==> src/rtl/evt_su_pkg.sv <==
package evt_su_pkg;

  typedef enum logic {
    SEQ_IDLE = 1'b0,
    SEQ_RUN  = 1'b1
  } seq_state_e;

  // Fixed-point power of the per-tick ratio, rounded at every step.
  function automatic int decay_power(input int steps, input int ratio, input int frac);
    int f;
    f = 1 << frac;
    for (int i = 0; i < steps; i++) begin
      f = (f * ratio + (1 << (frac - 1))) >> frac;
    end
    return f;
  endfunction

endpackage

==> src/rtl/evt_rst_sync.sv <==
module evt_rst_sync (
  input  logic clk,
  input  logic rst_n,
  output logic rst_sync_n
);
  logic [1:0] sync_q;

  always_ff @(posedge clk or negedge rst_n) begin
    if (!rst_n) sync_q <= 2'b00;
    else        sync_q <= {sync_q[0], 1'b1};
  end

  assign rst_sync_n = sync_q[1];
endmodule

==> src/rtl/evt_dt_lookup.sv <==
module evt_dt_lookup
  import evt_su_pkg::*;
#(
  parameter int TSW     = 16,
  parameter int DT_BITS = 4,
  parameter int FRAC    = 8,
  parameter int RATIO   = 230
) (
  input  logic [TSW-1:0]  ts_now,
  input  logic [TSW-1:0]  ts_last,
  output logic [FRAC:0]   factor
);
  localparam int FW      = FRAC + 1;
  localparam int TBL_LEN = 1 << DT_BITS;

  logic [TSW-1:0] gap;
  logic           in_range;
  logic [FW-1:0]  tbl [TBL_LEN];

  for (genvar g = 0; g < TBL_LEN; g++) begin : g_tbl
    assign tbl[g] = FW'(decay_power(g, RATIO, FRAC));
  end

  always_comb begin
    gap      = ts_now - ts_last;
    in_range = ~|gap[TSW-1:DT_BITS];
    factor   = in_range ? tbl[gap[DT_BITS-1:0]] : '0;
  end
endmodule

==> src/rtl/evt_elem_update.sv <==
module evt_elem_update #(
  parameter int DW   = 8,
  parameter int FRAC = 8
) (
  input  logic signed [DW-1:0] st,
  input  logic signed [DW-1:0] x,
  input  logic        [FRAC:0] factor,
  output logic        [DW-1:0] nxt
);
  localparam int PW = DW + FRAC + 2;
  localparam int SW = DW + 2;
  localparam logic signed [SW-1:0] VMAX = SW'((1 << (DW - 1)) - 1);
  localparam logic signed [SW-1:0] VMIN = SW'(-(1 << (DW - 1)));

  logic signed [PW-1:0] st_w, fac_w, prod, rnd, dec;
  logic signed [SW-1:0] dec_s, x_s, sum;

  always_comb begin
    st_w  = PW'(st);
    fac_w = signed'(PW'(factor));
    prod  = st_w * fac_w;
    rnd   = prod + PW'(1 << (FRAC - 1));
    dec   = rnd >>> FRAC;
    dec_s = SW'(dec);
    x_s   = SW'(x);
    sum   = dec_s + x_s;
    if (sum > VMAX)      nxt = VMAX[DW-1:0];
    else if (sum < VMIN) nxt = VMIN[DW-1:0];
    else                 nxt = sum[DW-1:0];
  end
endmodule

==> src/rtl/evt_seq_ctrl.sv <==
module evt_seq_ctrl
  import evt_su_pkg::*;
#(
  parameter int N_ELEM = 4,
  parameter int IW     = 2
) (
  input  logic          clk,
  input  logic          rst_n,
  input  logic          clr,
  input  logic          start,
  output logic          busy,
  output logic [IW-1:0] idx,
  output logic          done
);
  localparam logic [IW-1:0] LAST = IW'(N_ELEM - 1);

  seq_state_e    st_q, st_d;
  logic [IW-1:0] idx_q, idx_d;
  logic          done_q, done_d;

  always_comb begin
    st_d   = st_q;
    idx_d  = idx_q;
    done_d = 1'b0;
    if (clr) begin
      st_d  = SEQ_IDLE;
      idx_d = '0;
    end else if (start) begin
      st_d  = SEQ_RUN;
      idx_d = '0;
    end else if (st_q == SEQ_RUN) begin
      if (idx_q == LAST) begin
        st_d   = SEQ_IDLE;
        idx_d  = '0;
        done_d = 1'b1;
      end else begin
        idx_d = idx_q + IW'(1);
      end
    end
  end

  always_ff @(posedge clk or negedge rst_n) begin
    if (!rst_n) begin
      st_q   <= SEQ_IDLE;
      idx_q  <= '0;
      done_q <= 1'b0;
    end else begin
      st_q   <= st_d;
      idx_q  <= idx_d;
      done_q <= done_d;
    end
  end

  assign busy = (st_q == SEQ_RUN);
  assign idx  = idx_q;
  assign done = done_q;
endmodule

==> src/rtl/evt_state_update.sv <==
module evt_state_update #(
  parameter int N_ELEM  = 4,
  parameter int DW      = 8,
  parameter int TSW     = 16,
  parameter int DT_BITS = 4,
  parameter int FRAC    = 8,
  parameter int RATIO   = 230
) (
  input  logic                 clk,
  input  logic                 rst_n,
  input  logic                 clr,
  input  logic                 evt_valid,
  output logic                 evt_ready,
  input  logic [TSW-1:0]       evt_ts,
  input  logic [N_ELEM*DW-1:0] evt_proj,
  output logic                 out_valid,
  output logic [N_ELEM*DW-1:0] out_state
);
  localparam int IW = (N_ELEM > 1) ? $clog2(N_ELEM) : 1;
  localparam int FW = FRAC + 1;
  localparam int VW = N_ELEM * DW;

  logic          rst_i_n;
  logic          busy, start;
  logic [IW-1:0] idx;
  logic          done;

  logic [TSW-1:0] last_ts_q, last_ts_d;
  logic           last_ts_en;
  logic [FW-1:0]  fac_q, fac_lut;
  logic [VW-1:0]  proj_q;
  logic           load_en;

  logic [DW-1:0]  state_q  [N_ELEM];
  logic [DW-1:0]  state_d  [N_ELEM];
  logic           state_en [N_ELEM];
  logic [DW-1:0]  proj_el  [N_ELEM];
  logic [DW-1:0]  upd;

  evt_rst_sync u_rst (
    .clk        (clk),
    .rst_n      (rst_n),
    .rst_sync_n (rst_i_n)
  );

  assign evt_ready = ~busy;
  assign start     = evt_valid & evt_ready & ~clr;

  evt_seq_ctrl #(.N_ELEM(N_ELEM), .IW(IW)) u_seq (
    .clk   (clk),
    .rst_n (rst_i_n),
    .clr   (clr),
    .start (start),
    .busy  (busy),
    .idx   (idx),
    .done  (done)
  );

  evt_dt_lookup #(.TSW(TSW), .DT_BITS(DT_BITS), .FRAC(FRAC), .RATIO(RATIO)) u_lut (
    .ts_now  (evt_ts),
    .ts_last (last_ts_q),
    .factor  (fac_lut)
  );

  // Event capture: timestamp, factor and input vector.
  always_comb begin
    load_en    = start;
    last_ts_en = start | clr;
    last_ts_d  = clr ? '0 : evt_ts;
  end

  always_ff @(posedge clk or negedge rst_i_n) begin
    if (!rst_i_n)        last_ts_q <= '0;
    else if (last_ts_en) last_ts_q <= last_ts_d;
  end

  always_ff @(posedge clk or negedge rst_i_n) begin
    if (!rst_i_n) begin
      fac_q  <= '0;
      proj_q <= '0;
    end else if (load_en) begin
      fac_q  <= fac_lut;
      proj_q <= evt_proj;
    end
  end

  // Shared element datapath, one element per cycle.
  evt_elem_update #(.DW(DW), .FRAC(FRAC)) u_elem (
    .st     (state_q[idx]),
    .x      (proj_el[idx]),
    .factor (fac_q),
    .nxt    (upd)
  );

  for (genvar g = 0; g < N_ELEM; g++) begin : g_elem
    assign proj_el[g]               = proj_q[g*DW +: DW];
    assign out_state[g*DW +: DW]    = state_q[g];

    always_comb begin
      state_en[g] = clr | (busy & (idx == IW'(g)));
      state_d[g]  = clr ? '0 : upd;
    end

    always_ff @(posedge clk or negedge rst_i_n) begin
      if (!rst_i_n)         state_q[g] <= '0;
      else if (state_en[g]) state_q[g] <= state_d[g];
    end
  end

  assign out_valid = done;
endmodule

==> config.mk <==
export PLATFORM = sky130hd
export DESIGN_NAME = evt_state_update
export DESIGN_NICKNAME = d
export VERILOG_FILES = /design/src/rtl/evt_su_pkg.sv /design/src/rtl/evt_rst_sync.sv /design/src/rtl/evt_dt_lookup.sv /design/src/rtl/evt_elem_update.sv /design/src/rtl/evt_seq_ctrl.sv /design/src/rtl/evt_state_update.sv
export SDC_FILE = /design/constraint.sdc
export NUM_CORES = 1
export LEC_CHECK = 0
export BUFFER_PORTS_ARGS = -buffer_cell sky130_fd_sc_hd__buf_2
export CAP_MARGIN = 0
export CORE_MARGIN = 5
export CORE_UTILIZATION = 40
export CTS_BUF_LIST = sky130_fd_sc_hd__clkbuf_16
export CTS_CLUSTER_SIZE = 28
export DETAILED_ROUTE_END_ITERATION = 7
export SYNTH_ARGS = -nofsm -noshare
export SYNTH_HDL_FRONTEND = slang
export SYNTH_SLANG_ARGS = --single-unit
==> constraint.sdc <==
create_clock -name clk -period 3.3 [get_ports clk]
set_clock_uncertainty 0.05 [all_clocks]
set_input_delay 0.165 -clock clk [delete_from_list [all_inputs] [get_ports clk]]
set_output_delay 0.165 -clock clk [all_outputs]
set_load 0.05 [all_outputs]
==> reports/metrics.csv <==
stage,metric,value,unit
cts,cts-root-buf,clkbuf_16,
logic_synthesis,synth_cell_types,60,
routing,vias_per_cell,4.98,
timing,hold_violations,0,
logic_synthesis,synth_edf_count,0,
logic_synthesis,synthesis.area,8000,um^2
worst_setup_path,regToRegEndpoint,out_state[13]$_DFFE_PN0P_,
worst_setup_path,rr_startpoint,u_seq.idx[0]$_DFFE_PN0P_,
logic_synthesis,yosysTopAreaCellShare,0.297,
cts,clkSinkCount,95,
pwr,ir_drop,0.285,mV
cts,numCtsBuffers,9,
cells_and_area,drive_gt1_frac,0.311,
routing,wl_met2,10600,um
cts,path_clk_slew,0.07,ns
pwr,power.density,431,nW/um^2
placed_design,routabilityCongestion,0.927,
worst_setup_path,end_kind,register,
floorplan,core,19600,um^2
grt,overflow,0,
routing,drc,0,
routing,m1WireLength,9820,um
routing,dr.pass1.iters,4,
worst_setup_path,worstPathRequired,3.51,ns
worst_setup_path,r2r.worst_path.cells,27,
grt,grt_max_degree,66,
timing,slew_headroom,0.403,
logic_synthesis,yosys.area.top_type,dfrtp_1,
logic_synthesis,async_flop_share,1.00,
logic_synthesis,yosys_warnings,0,
grt,antenna_found_initial,0,
grt,grt_pass1_wl,34300,um
logic_synthesis,synth_flop_cell,dfrtp_1,
grt,grt_pass1_vias,6750,
timing,slew_violations,0,
routing,wl,21500,um
worst_setup_path,worstSetupPathType,reg2reg,
floorplan,dieArea,22900,um^2
pwr,p_int,2.84,mW
routing,met3_length,788,um
worst_setup_path,endpoint,out_state[13]$_DFFE_PN0P_,
worst_setup_path,r2r_slack,-3.73,ns
cells_and_area,antenna_cells,0,
pwr,switching_share,0.378,
logic_synthesis,synth-seq-cells,95,
pwr,p_clk_frac,0.240,
cells_and_area,nets,1262,
worst_setup_path,arrival,7.24,ns
logic_synthesis,synth_area_leaders,"dfrtp_1 30%, ha_1 14%, fa_1 11%, nand2_1 8.0%, mux4_2 4.8%",
timing,tightest_slew,0.895,ns
floorplan,ioPinCount,86,
cts,cts_buffer_depth,2,
cts,htree_levels,3,
timing,setup_viol,32,
placed_design,port_buffers,85,
grt,grt_use_total,0.191,
status,violations,setup timing,
logic_synthesis,syn_avg_cell_area,9.56,um^2
floorplan,die_h,151,um
cts,clkLatencyLatePin,0.36,ns
worst_setup_path,startpoint_type,register,
routing,via_count,6703,
timing,fin_crit,7.03,ns
floorplan,rows,51,
floorplan,start_util,0.409,
pwr,p_comb_frac,0.461,
timing,fmax,142,MHz
routing,highest_layer,met4,
hold_path,hp-class,in2reg,
logic_synthesis,syn_nets,1022,
worst_setup_path,startpoint,u_seq.idx[0]$_DFFE_PN0P_,
floorplan,die_w,151,um
cts,cts_tree,built,
placed_design,dp_hpwl,16700,um
routing,wl_per_cell,16.0,um
cells_and_area,syn_to_final_growth,32.2,%
job,max-cap-violations,0,
timing,final.setup.worst_slack,-3.73,ns
timing,whs,0.00949,ns
placed_design,place_ws,-3.91,ns
logic_synthesis,synth_seq_area_share,0.297,
status,status,"complete, but fails checks",
timing,rsz0062_at_grt,yes,
logic_synthesis,postSynthCellCount,837,
routing,dr.first_iter.drc_count,274,
pwr,p_seq_frac,0.299,
pwr,leakage,5.42,nW
worst_setup_path,crit_fanout,8,
timing,fin_crit_sh,2.13,
routing,postRouteAntennaNets,0,
pwr,p_switching,1.73,mW
[how the worst min path moves through the flow]
stage	from	to	slack [ns]	cells past startpoint
5_1_grt	evt_ts[3]	last_ts_q[3]$_DFFE_PN0P_	0.01	2
3_5_place_dp	rst_n	u_rst.sync_q[1]$_DFF_PN0_	-0.1	1
3_3_place_gp	rst_n	u_rst.sync_q[0]$_DFF_PN0_	-0.1	1
4_1_cts	evt_ts[5]	last_ts_q[5]$_DFFE_PN0P_	0.0005	2
6_report	evt_ts[5]	last_ts_q[5]$_DFFE_PN0P_	0.009	2
2_1_floorplan	rst_n	u_rst.sync_q[0]$_DFF_PN0_	-0.18	0
[cell usage after synthesis, types with 3 or more instances]
library cell	count
a21boi_1	7
xnor2_1	18
nor2_1	25
o31ai_1	9
and2_1	48
o211ai_2	3
nor2b_1	5
o21a_1	4
xor2_1	13
a21oi_1	30
nor4_1	3
mux2i_1	3
buf_6	9
dfrtp_1	95
fa_1	43
a21o_1	13
ha_1	90
o211ai_1	18
o22ai_1	3
and3_1	3
nand4_1	3
o21ai_0	24
nand2_1	170
inv_1	84
or2_2	4
o21ai_1	9
nand2b_1	5
a311oi_1	5
clkbuf_1	13
mux4_2	17
nand3_1	8
a22o_1	15
[power by group through the flow]
stage	Clock [mW]	Sequential [mW]	Combinational, mW
6_report	1.09	1.37	2.10
5_1_grt	1.15	1.38	2.28
4_1_cts	1.11	1.37	2.01
3_5_place_dp	0	1.39	1.87
3_3_place_gp	0	1.38	1.85
2_1_floorplan	0	1.49	1.06
[sequential cells by signal, indices dropped and copies added, names as in the netlist]
signal and flops:
fac_q 9, u_seq.busy 1, last_ts_q 16, u_rst.sync_q 2, proj_q 32, u_seq.idx 2, out_state 32, u_seq.done 1
[through the flow]
stage	util	instances	instance area, um^2	setup TNS (ns)	power (mW)
after detailed placement	0.491	1281	9630	-122.72	3.26
after global placement	0.491	1281	9630	-119.30	3.23
after floorplan	-	837	8110	-103.81	2.55
final	0.540	1347	10600	-117.83	4.56
after global routing	0.540	1347	10600	-127.46	4.81
after CTS	0.534	1341	10500	-117.04	4.49
[repair_timing]
action                                  4_1_cts  5_1_grt
setup buffers                                 7        7
pin swaps                                    14        8
hold buffers                                 37        0
resized for setup                            23       20
endpoints found under the setup margin       32       32
hold endpoints to repair                     38        0
[kinds of logic (layout without fill, tap and decap cells)]
family                     count (synthesis)  in the layout  synth area share
muxes                                     22             22            0.0561
adders and majority gates                133            133             0.248
DFF                                       95             95             0.297
buffers and inverters                    110            355            0.0602
other                                      1              1          0.000469
xor gates and xnor gates                  32             32            0.0360
AOI/OAI and AO/OA                        160            160             0.138
and+or+nand+nor                          284            284             0.164
[layer usage]
layer,global-route usage,vias up
li1,-,3329
met1,0.259,3244
met2,0.320,108
met3,0.0245,22
met4,0.0567,0
met5,0,-
[cells in the final DEF, fill, tap and decap left out, types with 23 or more instances in the layout]
cell / instances
and2_1: 47
buf_2: 85
a21oi_1: 24
dfrtp_1: 66
nand2_1: 164
inv_1: 84
fa_1: 42
dlygate4sd3_1: 37
nor2_1: 23
dfrtp_2: 28
ha_1: 87
buf_4: 125
[layout make-up]
class,count,area [um^2]
fillers,1773,9010
multi-input cells,632,5380
flip-flops and latches,95,2420
repair buffers,254,1830
well taps,265,332
inverters,85,319
clock buffers,9,225
clock inverters,7,80.1
[critical path, cell delays in order (launching register included)]
cell and delay, ns:
dfrtp_1 0.43, buf_12 0.15, mux4_2 0.59, nand2_2 0.12
fa_1 0.40, fa_1 0.51, inv_2 0.04, fa_1 0.49
fa_1 0.54, fa_1 0.46, ha_4 0.29, nand4b_1 0.10
o211ai_1 0.19, buf_4 0.18, a21oi_4 0.07, nor2b_1 0.10
nor2_1 0.06, xnor2_1 0.24, ha_1 0.29, o211ai_1 0.13
o21ai_2 0.10, o311ai_1 0.24, nand2_1 0.13, xnor2_2 0.19
xnor2_4 0.32, o211ai_2 0.18, buf_6 0.18, o211ai_1 0.15
No activity file was read; power rests on OpenSTA's default activity.
